===== config.mk =====
export PLATFORM = sky130hd
export DESIGN_NAME = fbctl_regs
export DESIGN_NICKNAME = d
export VERILOG_FILES = /design/src/rtl/fbctl_pkg.sv /design/src/rtl/fbctl_seq.sv /design/src/rtl/fbctl_bank.sv /design/src/rtl/fbctl_ext.sv /design/src/rtl/fbctl_regs.sv
export SDC_FILE = /design/constraint.sdc
export NUM_CORES = 1
export LEC_CHECK = 0
export BUFFER_PORTS_ARGS = -buffer_cell sky130_fd_sc_hd__buf_2
export CAP_MARGIN = 5
export CORE_ASPECT_RATIO = 1.5
export CORE_MARGIN = 5
export CORE_UTILIZATION = 51
export DETAILED_ROUTE_END_ITERATION = 12
export PLACE_DENSITY_LB_ADDON = 0.15
export SYNTH_ARGS = -nofsm -noshare
export SYNTH_HDL_FRONTEND = slang
export SYNTH_SLANG_ARGS = --single-unit

===== constraint.sdc =====
create_clock -name clk -period 2.85 [get_ports clk]
set_input_delay 0.1425 -clock clk [delete_from_list [all_inputs] [get_ports clk]]
set_output_delay 0.1425 -clock clk [all_outputs]
set_load 0.05 [all_outputs]

===== src/rtl/fbctl_pkg.sv =====
`timescale 1ns/1ps
package fbctl_pkg;
    typedef enum logic [1:0] {
        ST_IDLE   = 2'd0,
        ST_DECODE = 2'd1,
        ST_REPLY  = 2'd2
    } seq_state_t;

    localparam int IDX_ID     = 0;
    localparam int IDX_XRES   = 1;
    localparam int IDX_YRES   = 2;
    localparam int IDX_BPP    = 3;
    localparam int IDX_ENABLE = 4;
    localparam int IDX_VWIDTH = 6;
    localparam int IDX_XOFF   = 8;
    localparam int IDX_YOFF   = 9;
    localparam int IDX_MEMSZ  = 10;

    localparam logic [15:0] CTRL_ID_VALUE = 16'hB0C5;
    localparam logic [31:0] ORDER_BIG     = 32'hBEBEBEBE;
    localparam logic [31:0] ORDER_LITTLE  = 32'h1E1E1E1E;

    localparam int EXT_OFS_LEN   = 0;
    localparam int EXT_OFS_ORDER = 4;
    localparam int EXT_WORD_SIZE = 4;
endpackage


===== src/rtl/fbctl_seq.sv =====
`timescale 1ns/1ps
module fbctl_seq
    import fbctl_pkg::*;
#(
    parameter int ADDR_W = 6
) (
    input  logic              clk,
    input  logic              rst_n,
    input  logic              req_valid,
    output logic              req_ready,
    input  logic              req_win,
    input  logic              req_write,
    input  logic [ADDR_W-1:0] req_addr,
    input  logic [2:0]        req_size,
    input  logic [31:0]       req_wdata,
    output logic              bank_rd,
    output logic              bank_wr,
    output logic              ext_rd,
    output logic              ext_wr,
    output logic [ADDR_W-1:0] acc_addr,
    output logic [2:0]        acc_size,
    output logic [31:0]       acc_wdata,
    output logic              rsp_valid,
    output logic              rsp_sel_ext
);
    seq_state_t state_q, state_d;
    logic       win_q, write_q;

    // State register and request capture
    always_ff @(posedge clk) begin
        if (!rst_n) begin
            state_q   <= ST_IDLE;
            win_q     <= 1'b0;
            write_q   <= 1'b0;
            acc_addr  <= '0;
            acc_size  <= '0;
            acc_wdata <= '0;
        end else begin
            state_q <= state_d;
            if (state_q == ST_IDLE && req_valid) begin
                win_q     <= req_win;
                write_q   <= req_write;
                acc_addr  <= req_addr;
                acc_size  <= req_size;
                acc_wdata <= req_wdata;
            end
        end
    end

    // Next state
    always_comb begin
        state_d = state_q;
        unique case (state_q)
            ST_IDLE:   if (req_valid) state_d = ST_DECODE; // ACCEPT
            ST_DECODE: state_d = ST_REPLY;                 // EXECUTE
            ST_REPLY:  state_d = ST_IDLE;                  // RETIRE
            default:   state_d = ST_IDLE;
        endcase
    end

    // Outputs
    always_comb begin
        req_ready   = 1'b0;
        bank_rd     = 1'b0;
        bank_wr     = 1'b0;
        ext_rd      = 1'b0;
        ext_wr      = 1'b0;
        rsp_valid   = 1'b0;
        rsp_sel_ext = win_q;
        unique case (state_q)
            ST_IDLE: req_ready = 1'b1;
            ST_DECODE: begin
                bank_rd = !win_q && !write_q;
                bank_wr = !win_q &&  write_q;
                ext_rd  =  win_q && !write_q;
                ext_wr  =  win_q &&  write_q;
            end
            ST_REPLY: rsp_valid = 1'b1;
            default: ;
        endcase
    end


    accept_blocks_chk: assert property (@(posedge clk) disable iff (!rst_n)
        (req_valid && req_ready) |=> (!req_ready && !rsp_valid));

    reply_follows_chk: assert property (@(posedge clk) disable iff (!rst_n)
        (bank_rd || bank_wr || ext_rd || ext_wr) |=> (rsp_valid && !req_ready));

    retire_ready_chk: assert property (@(posedge clk) disable iff (!rst_n)
        rsp_valid |=> (req_ready && !rsp_valid));
endmodule


===== src/rtl/fbctl_bank.sv =====
`timescale 1ns/1ps
module fbctl_bank
    import fbctl_pkg::*;
#(
    parameter int IDX_W     = 5,
    parameter int NUM_REGS  = 11,
    parameter int MEM_BYTES = 16 * 1024 * 1024
) (
    input  logic             clk,
    input  logic             rst_n,
    input  logic             rd_en,
    input  logic             wr_en,
    input  logic [IDX_W-1:0] idx,
    input  logic [15:0]      wdata,
    output logic [15:0]      rdata,
    output logic [15:0]      cfg_xres,
    output logic [15:0]      cfg_yres,
    output logic [15:0]      cfg_bpp,
    output logic [15:0]      cfg_enable,
    output logic [15:0]      cfg_vwidth,
    output logic [15:0]      cfg_xoff,
    output logic [15:0]      cfg_yoff
);
    localparam logic [15:0]      MEM_UNITS = 16'(MEM_BYTES / 65536);
    localparam logic [IDX_W-1:0] NUM_IDX   = IDX_W'(NUM_REGS);
    localparam logic [IDX_W-1:0] ID_IDX    = IDX_W'(IDX_ID);
    localparam logic [IDX_W-1:0] MEM_IDX   = IDX_W'(IDX_MEMSZ);

    logic [15:0] regs_q [NUM_REGS];
    logic [15:0] stored_rd;

    always_ff @(posedge clk) begin
        if (!rst_n) begin
            for (int i = 0; i < NUM_REGS; i++) regs_q[i] <= '0;
        end else if (wr_en) begin
            for (int i = 0; i < NUM_REGS; i++)
                if (idx == IDX_W'(i)) regs_q[i] <= wdata;
        end
    end

    always_comb begin
        stored_rd = 16'hFFFF;
        for (int i = 0; i < NUM_REGS; i++)
            if (idx == IDX_W'(i)) stored_rd = regs_q[i];
    end

    always_ff @(posedge clk) begin
        if (!rst_n) rdata <= '0;
        else if (rd_en) begin
            if (idx == ID_IDX)        rdata <= CTRL_ID_VALUE;
            else if (idx == MEM_IDX)  rdata <= MEM_UNITS;
            else if (idx >= NUM_IDX)  rdata <= 16'hFFFF;
            else                      rdata <= stored_rd;
        end
    end

    assign cfg_xres   = regs_q[IDX_XRES];
    assign cfg_yres   = regs_q[IDX_YRES];
    assign cfg_bpp    = regs_q[IDX_BPP];
    assign cfg_enable = regs_q[IDX_ENABLE];
    assign cfg_vwidth = regs_q[IDX_VWIDTH];
    assign cfg_xoff   = regs_q[IDX_XOFF];
    assign cfg_yoff   = regs_q[IDX_YOFF];


    id_fixed_chk: assert property (@(posedge clk) disable iff (!rst_n)
        (rd_en && idx == ID_IDX) |=> (rdata == CTRL_ID_VALUE));

    oor_read_chk: assert property (@(posedge clk) disable iff (!rst_n)
        (rd_en && idx >= NUM_IDX) |=> (rdata == 16'hFFFF));

    oor_write_chk: assert property (@(posedge clk) disable iff (!rst_n)
        (wr_en && idx >= NUM_IDX) |=>
        $stable({cfg_xres, cfg_yres, cfg_bpp, cfg_enable, cfg_vwidth, cfg_xoff, cfg_yoff}));
endmodule


===== src/rtl/fbctl_ext.sv =====
`timescale 1ns/1ps
module fbctl_ext
    import fbctl_pkg::*;
#(
    parameter int ADDR_W  = 6,
    parameter int EXT_LEN = 8
) (
    input  logic              clk,
    input  logic              rst_n,
    input  logic              rd_en,
    input  logic              wr_en,
    input  logic [ADDR_W-1:0] addr,
    input  logic [2:0]        size,
    input  logic [31:0]       wdata,
    output logic [31:0]       rdata,
    output logic              big_endian
);
    localparam logic [ADDR_W-1:0] OFS_LEN   = ADDR_W'(EXT_OFS_LEN);
    localparam logic [ADDR_W-1:0] OFS_ORDER = ADDR_W'(EXT_OFS_ORDER);

    logic size_ok;
    assign size_ok = (size == 3'(EXT_WORD_SIZE));

    always_ff @(posedge clk) begin
        if (!rst_n) big_endian <= 1'b0;
        else if (wr_en && size_ok && addr == OFS_ORDER) begin
            if (wdata == ORDER_BIG)         big_endian <= 1'b1;
            else if (wdata == ORDER_LITTLE) big_endian <= 1'b0;
        end
    end

    always_ff @(posedge clk) begin
        if (!rst_n) rdata <= '0;
        else if (rd_en) begin
            if (!size_ok)                rdata <= '0;
            else if (addr == OFS_LEN)    rdata <= 32'(EXT_LEN);
            else if (addr == OFS_ORDER)  rdata <= big_endian ? ORDER_BIG : ORDER_LITTLE;
            else                         rdata <= '0;
        end
    end


    order_hold_chk: assert property (@(posedge clk) disable iff (!rst_n)
        (wr_en && addr == OFS_ORDER && wdata != ORDER_BIG && wdata != ORDER_LITTLE)
        |=> $stable(big_endian));

    width_reject_chk: assert property (@(posedge clk) disable iff (!rst_n)
        (wr_en && !size_ok) |=> $stable(big_endian));

    width_read_zero_chk: assert property (@(posedge clk) disable iff (!rst_n)
        (rd_en && !size_ok) |=> (rdata == '0));
endmodule


===== src/rtl/fbctl_regs.sv =====
`timescale 1ns/1ps
module fbctl_regs
    import fbctl_pkg::*;
#(
    parameter int ADDR_W    = 6,
    parameter int NUM_REGS  = 11,
    parameter int MEM_BYTES = 16 * 1024 * 1024,
    parameter int EXT_LEN   = 8
) (
    input  logic              clk,
    input  logic              rst_n,
    input  logic              req_valid,
    output logic              req_ready,
    input  logic              req_win,
    input  logic              req_write,
    input  logic [ADDR_W-1:0] req_addr,
    input  logic [2:0]        req_size,
    input  logic [31:0]       req_wdata,
    output logic              rsp_valid,
    output logic [31:0]       rsp_data,
    output logic [15:0]       cfg_xres,
    output logic [15:0]       cfg_yres,
    output logic [15:0]       cfg_bpp,
    output logic [15:0]       cfg_enable,
    output logic [15:0]       cfg_vwidth,
    output logic [15:0]       cfg_xoff,
    output logic [15:0]       cfg_yoff,
    output logic              fb_big_endian
);
    localparam int IDX_W = ADDR_W - 1;

    logic              bank_rd, bank_wr, ext_rd, ext_wr, sel_ext;
    logic [ADDR_W-1:0] acc_addr;
    logic [2:0]        acc_size;
    logic [31:0]       acc_wdata, ext_rdata;
    logic [15:0]       bank_rdata;

    fbctl_seq #(.ADDR_W(ADDR_W)) u_seq (
        .clk(clk), .rst_n(rst_n),
        .req_valid(req_valid), .req_ready(req_ready), .req_win(req_win),
        .req_write(req_write), .req_addr(req_addr), .req_size(req_size),
        .req_wdata(req_wdata),
        .bank_rd(bank_rd), .bank_wr(bank_wr), .ext_rd(ext_rd), .ext_wr(ext_wr),
        .acc_addr(acc_addr), .acc_size(acc_size), .acc_wdata(acc_wdata),
        .rsp_valid(rsp_valid), .rsp_sel_ext(sel_ext)
    );

    fbctl_bank #(.IDX_W(IDX_W), .NUM_REGS(NUM_REGS), .MEM_BYTES(MEM_BYTES)) u_bank (
        .clk(clk), .rst_n(rst_n), .rd_en(bank_rd), .wr_en(bank_wr),
        .idx(acc_addr[ADDR_W-1:1]), .wdata(acc_wdata[15:0]), .rdata(bank_rdata),
        .cfg_xres(cfg_xres), .cfg_yres(cfg_yres), .cfg_bpp(cfg_bpp),
        .cfg_enable(cfg_enable), .cfg_vwidth(cfg_vwidth),
        .cfg_xoff(cfg_xoff), .cfg_yoff(cfg_yoff)
    );

    fbctl_ext #(.ADDR_W(ADDR_W), .EXT_LEN(EXT_LEN)) u_ext (
        .clk(clk), .rst_n(rst_n), .rd_en(ext_rd), .wr_en(ext_wr),
        .addr(acc_addr), .size(acc_size), .wdata(acc_wdata),
        .rdata(ext_rdata), .big_endian(fb_big_endian)
    );

    always_comb begin
        rsp_data = '0;
        if (rsp_valid) rsp_data = sel_ext ? ext_rdata : {16'h0000, bank_rdata};
    end
endmodule


# [Yosys cells after proc, flatten, opt, wreduce, memory -nomap -nowiden]
# Memory sizes are Yosys's and may differ from the RTL's.
# Index checks and enable logic that the tools add are counted.
[word_totals] wordCells=137 n_memories=1 out_inout_bits=147 regBits=94 ramBits=176
[memory_table] memory="u_bank.regs_q" depth=11 width=16 rd=9 rd_ports_with_merged_regs=0 write_ports=11 line="fbctl_bank.sv:29" rtl="logic [15:0] regs_q [NUM_REGS];"
[op_classes] n_bitwise=11 eq_ne=17 n_reduce_logical=14 n_lt_le_gt_ge=1 muxes=84
[ops] op="$mux W16" n=23
[ops] op="$mux W32" n=6
[ops] op="$mux W1" n=53
[ops] op="$eq A32 B29 Y1 const B" n=1
[ops] op="$eq A32 B32 Y1 const B" n=1
[ops] op="$eq A5 B3 Y1 const B" n=4
[ops] op="$eq A5 B4 Y1 const B" n=3
[ops] op="$or A1 B1 Y1" n=11
[ops] op="$eq A5 B2 Y1 const B" n=2
[ops] op="$logic_and A1 B1 Y1" n=7
[ops] op="$eq A6 B3 Y1 const B" n=1
[ops] op="$logic_not A6 Y1" n=1
[ops] op="$eq A5 B1 Y1 const B" n=1
[ops] op="$ge A5 B4 Y1 const B" n=1
[ops] op="$logic_not A5 Y1" n=1
[ops] op="$pmux W2 S2" n=1
[ops] op="$eq A3 B3 Y1 const B" n=1
[ops] op="$eq A2 B1 Y1 const B" n=1
[ops] op="$eq A2 B2 Y1 const B" n=1
[ops] op="$logic_not A1 Y1" n=2
[ops] op="$logic_not A2 Y1" n=1
[ops] op="$mux W2" n=1
[ops] op="$ne A2 B2 Y1 const B" n=1
[ops] op="$reduce_and A2 Y1" n=1
[ops] op="$reduce_bool A2 Y1" n=1

# [Longest topological paths before layout]
[depth] depth_word=13 ltp_mapped=8 ltp_nobuf=5

# [Hierarchy]
# A second synthesis with hierarchy kept.
[hier_totals] cells_unflattened=1070 hier_area_um2=11288.3
[by_module_without_submodules] mod="fbctl_bank" cells_each=752 instances=1 area_each_um2=8460.6 seq_area_each_um2=4644.5
[by_module_without_submodules] mod="fbctl_seq" cells_each=198 instances=1 area_each_um2=1873.0 seq_area_each_um2=900.9
[by_module_without_submodules] mod="fbctl_ext" cells_each=65 instances=1 area_each_um2=529.3 seq_area_each_um2=80.1
[by_module_without_submodules] mod="fbctl_regs" cells_each=55 instances=1 area_each_um2=425.4 seq_area_each_um2=0.0

# [Worst setup path after synthesis]
# Ideal clock, no wire load.
[synth_path] kind="register to register" start="register u_seq.acc_addr[4]" end="memory u_bank.regs_q[8][0], in the netlist u_bank.regs_q[0][128], enable pin" period_less_slack_ps=2775 setup_slack_ps=75 stages_incl_launch_ff=5 arrival_time_ps=2363 t_required_ps=2439 path_cell_list="dfxtp_1 > nor3b_2 > nand2_1 > clkbuf_1 > o21ai_0"
[synth_lines] element="start, declared" line="fbctl_seq.sv:20" rtl="output logic [ADDR_W-1:0] acc_addr,"
[synth_lines] element="start signal, assigned" line="fbctl_seq.sv:43" rtl="acc_addr <= req_addr;"
[synth_lines] element="end, declared" line="fbctl_bank.sv:29"

==> flow_metrics.env <==
export IMPL_status="finished, violations left"
export IMPL_violations="negative hold slack"
export IMPL_synth_top_area_share_pct=41.1
export IMPL_min_from="req_addr[3]"
export IMPL_cts_tree="done"
export IMPL_cpMaxStageDelayCell="or3_1"
export IMPL_clk_pin_slew_ns=0.06
export IMPL_area_growth_pct=13.6
export IMPL_finalCriticalPeriod_ns=2.39
export IMPL_initial_utilization_pct=51.7
export IMPL_yosysWarnings=0
export IMPL_cts_buffers=21
export IMPL_core_area_um2=20300
export IMPL_clk_latency_ns=0.50
export IMPL_cp_max_fo=16
export IMPL_tightestPinTransition_ns=0.782
export IMPL_drtIter0Drc=668
export IMPL_crit_required_ns=3.21
export IMPL_fin_skew_ns=0.0119
export IMPL_antenna_found_initial=0
export IMPL_placedCellCount=1302
export IMPL_crit_chain="or3_1 -> or2_1 -> nor2_2 -> and2_1"
export IMPL_rsz0062_at_grt="false"
export IMPL_grt_max_degree=44
export IMPL_instances_no_fill=1382
export IMPL_cts_resized=0
export IMPL_setup_violations=0
export IMPL_r2r_end="u_bank.regs_q[0][36]"
export IMPL_synthArstFlopShare_pct=0
export IMPL_slew_violations=0
export IMPL_hold_path_end="u_seq.acc_addr[3]"
export IMPL_syn_area_um2=10500
export IMPL_final_layout_size_suffix_gt1_share_pct=25.6
export IMPL_synth_area_leader_cell="edfxtp_1"
export IMPL_dp_hpwl_um=22700
export IMPL_powerDensity_nw_per_um2=590
export IMPL_drc=0
export IMPL_num_vias=7621
export IMPL_relSlewSlack_pct=47.8
export IMPL_r2r_cells=4
export IMPL_final_common_cell="buf_2"
export IMPL_period_share_pct=83.8
export IMPL_diodes=0
export IMPL_synth_edf_count=144
export IMPL_grt_total_usage_pct=26.1
export IMPL_gr_total_overflow=0
export IMPL_drv_cap=0
export IMPL_setup_ws_ns=0.461
export IMPL_clockBufferDepth=3
export IMPL_synth_cell_types=57
export IMPL_grt_pass1_wl_um=46500
export IMPL_layout_common_cells="188 x buf_2, 152 x and2_1, 144 x edfxtp_1"
export IMPL_viasPerCell=5.51
export IMPL_fillCellCount=1731
export IMPL_fp_dieArea_um2=23700
export IMPL_h_tree_depth=1
export IMPL_numClockSinks=209
export IMPL_vdd_ir_drop_worst_mv=0.573
export IMPL_leakagePower_nw=4.96
export IMPL_ant_nets=0
export IMPL_synth_seq_cells=209
export IMPL_numPortBuffers=188
export IMPL_crit_type="flop to flop"
export IMPL_fmax_mhz=419
export IMPL_timing_hold_ws_ns=-0.000265
export IMPL_reg2reg_slack_ns=0.46
export IMPL_pre_cts_slack_ns=0.513
export IMPL_worst_ep_arrival_time_ns=2.74
export IMPL_rows=64
export IMPL_cts_root_buf="clkbuf_16"
export IMPL_postSynthAreaPerCell_um2=10.5
export IMPL_synthTopCellsByArea="edfxtp_1 41%, dfxtp_1 12%, buf_4 9.1%"
export IMPL_synth_cells=1005
export IMPL_reg2reg_from="u_seq.acc_addr[3]"
export IMPL_finalWeightedCongestion=0.887
export IMPL_startpoint_type="flop"
export IMPL_dieHeight_um=186
export IMPL_critPathCaptureType="flop"
export IMPL_grt_pass1_vias=7760
export IMPL_finalSetupTns_ns=0
export IMPL_worstHoldPathCells=3
export IMPL_max_stage_delay_ns=0.57
export IMPL_wirelength_um=31200
export IMPL_wl_per_cell_um=22.6
export IMPL_cp_top_family="simple AND/OR/NAND/NOR gates"
export IMPL_hold_path_class="input port to flop"
export IMPL_fin_nets=1150
export IMPL_hold_viol=1
export IMPL_yosys_most_used_dff="edfxtp_1"
export IMPL_fp_dieW_um=127
export IMPL_io_pins=193
export IMPL_firstDrtPassIters=5
export IMPL_cp_num_buf_inv=0
export IMPL_synth_yosys_seq_area_share_pct=53.5
export IMPL_power_w=0.00705
==> cells in the mapped netlist, drive strengths merged (5+ instances only) <==
library cell and number:
nand2 121, o22ai 5, nor3 23, a21oi 14, mux2i 17, a211oi 8, nand3b 6, mux2 12
dfxtp 65, nor4 5, o211ai 6, a221oi 11, nor2 37, nor2b 5, o2111ai 6, a31oi 5
buf 143, nand4 8, edfxtp 144, a21o 12, and2 152, o221ai 9, inv 5, o21ai 38
nand3 10, a21boi 45, a22o 7, clkbuf 58
==> how the worst max path moves through the flow <==
stage / start / to / slack, ns / cells after the start
2_1_floorplan: u_seq.acc_addr[4] / u_bank.regs_q[0][128] / 0.08 / 4
3_3_place_gp: u_seq.acc_addr[3] / u_bank.regs_q[0][36] / 0.56 / 4
3_5_place_dp: u_seq.acc_addr[3] / u_bank.regs_q[0][36] / 0.51 / 4
4_1_cts: u_seq.acc_addr[3] / u_bank.regs_q[0][36] / 0.49 / 4
5_1_grt: u_seq.acc_addr[1] / u_bank.rdata[8] / 0.35 / 5
6_report: u_seq.acc_addr[3] / u_bank.regs_q[0][36] / 0.46 / 4
==> worst min-delay path: cells and delay by family <==
family | cells | cell delay [ns]
and+or+nand+nor | 1 | 0.10
AOI/OAI and AO/OA | 1 | 0.10
buffers and inverters | 1 | 0.10
==> power by group <==
part	internal [W]	total, W	switching, W
combinational	0.000265	0.000843	0.000578
clock	0.00158	0.00269	0.00111
sequential	0.00336	0.00351	0.000150
total	0.00521	0.00705	0.00184
==> routing by layer <==
metal  routed length [um]  track usage [%]  share of wire [%]
met5                    0                0                  0
met4                 1690             13.0                5.4
met3                 1960             3.53                6.3
met2                16700             48.9                 53
met1                10900             28.8                 35
==> stage by stage <==
step	instance area, um2	util, %
final	11900	58.7
after global routing	11900	58.7
after CTS	11900	58.7
after detailed placement	10900	53.4
after global placement	10900	53.4
after floorplan	10500	-
==> what timing repair did <==
| action | 4_1_cts | 5_1_grt |
|---|---|---|
| setup buffers | 0 | 0 |
| hold buffers | 43 | 0 |
| hold endpoints to repair | 43 | 0 |
==> state kept, by name, summed over array words and instances (netlist names) <==
signal / flops
u_bank.regs_q: 144
u_seq.acc_size: 3
u_bank.rdata: 16
u_seq.acc_addr: 6
u_seq.state_q: 2
u_ext.big_endian: 1
u_seq.write_q: 1
u_seq.acc_wdata: 32
u_seq.rsp_sel_ext: 1
u_ext.rdata: 3
==> logic make-up after synthesis <==
group,count (synthesis),synth area share (%)
AOI/OAI and AO/OA,172,11.5
xor gates and xnor gates,1,0.0833
buffers and inverters,206,12.2
DFF,209,53.5
muxes,29,2.90
other,1,0.0357
and+or+nand+nor,387,19.7
==> area by class of cell <==
type                    instances  area, um2  area share (%)
clock inverters                 6       77.6           0.650
flip-flops and latches        209       5630            47.1
clock buffers                  31        577            4.83
repair buffers                274       1690            14.2
inverters                       5       18.8           0.157
well taps                     264        330            2.77
multi-input cells             593       3620            30.3
Note: power is estimated with default switching activity, not from simulation.
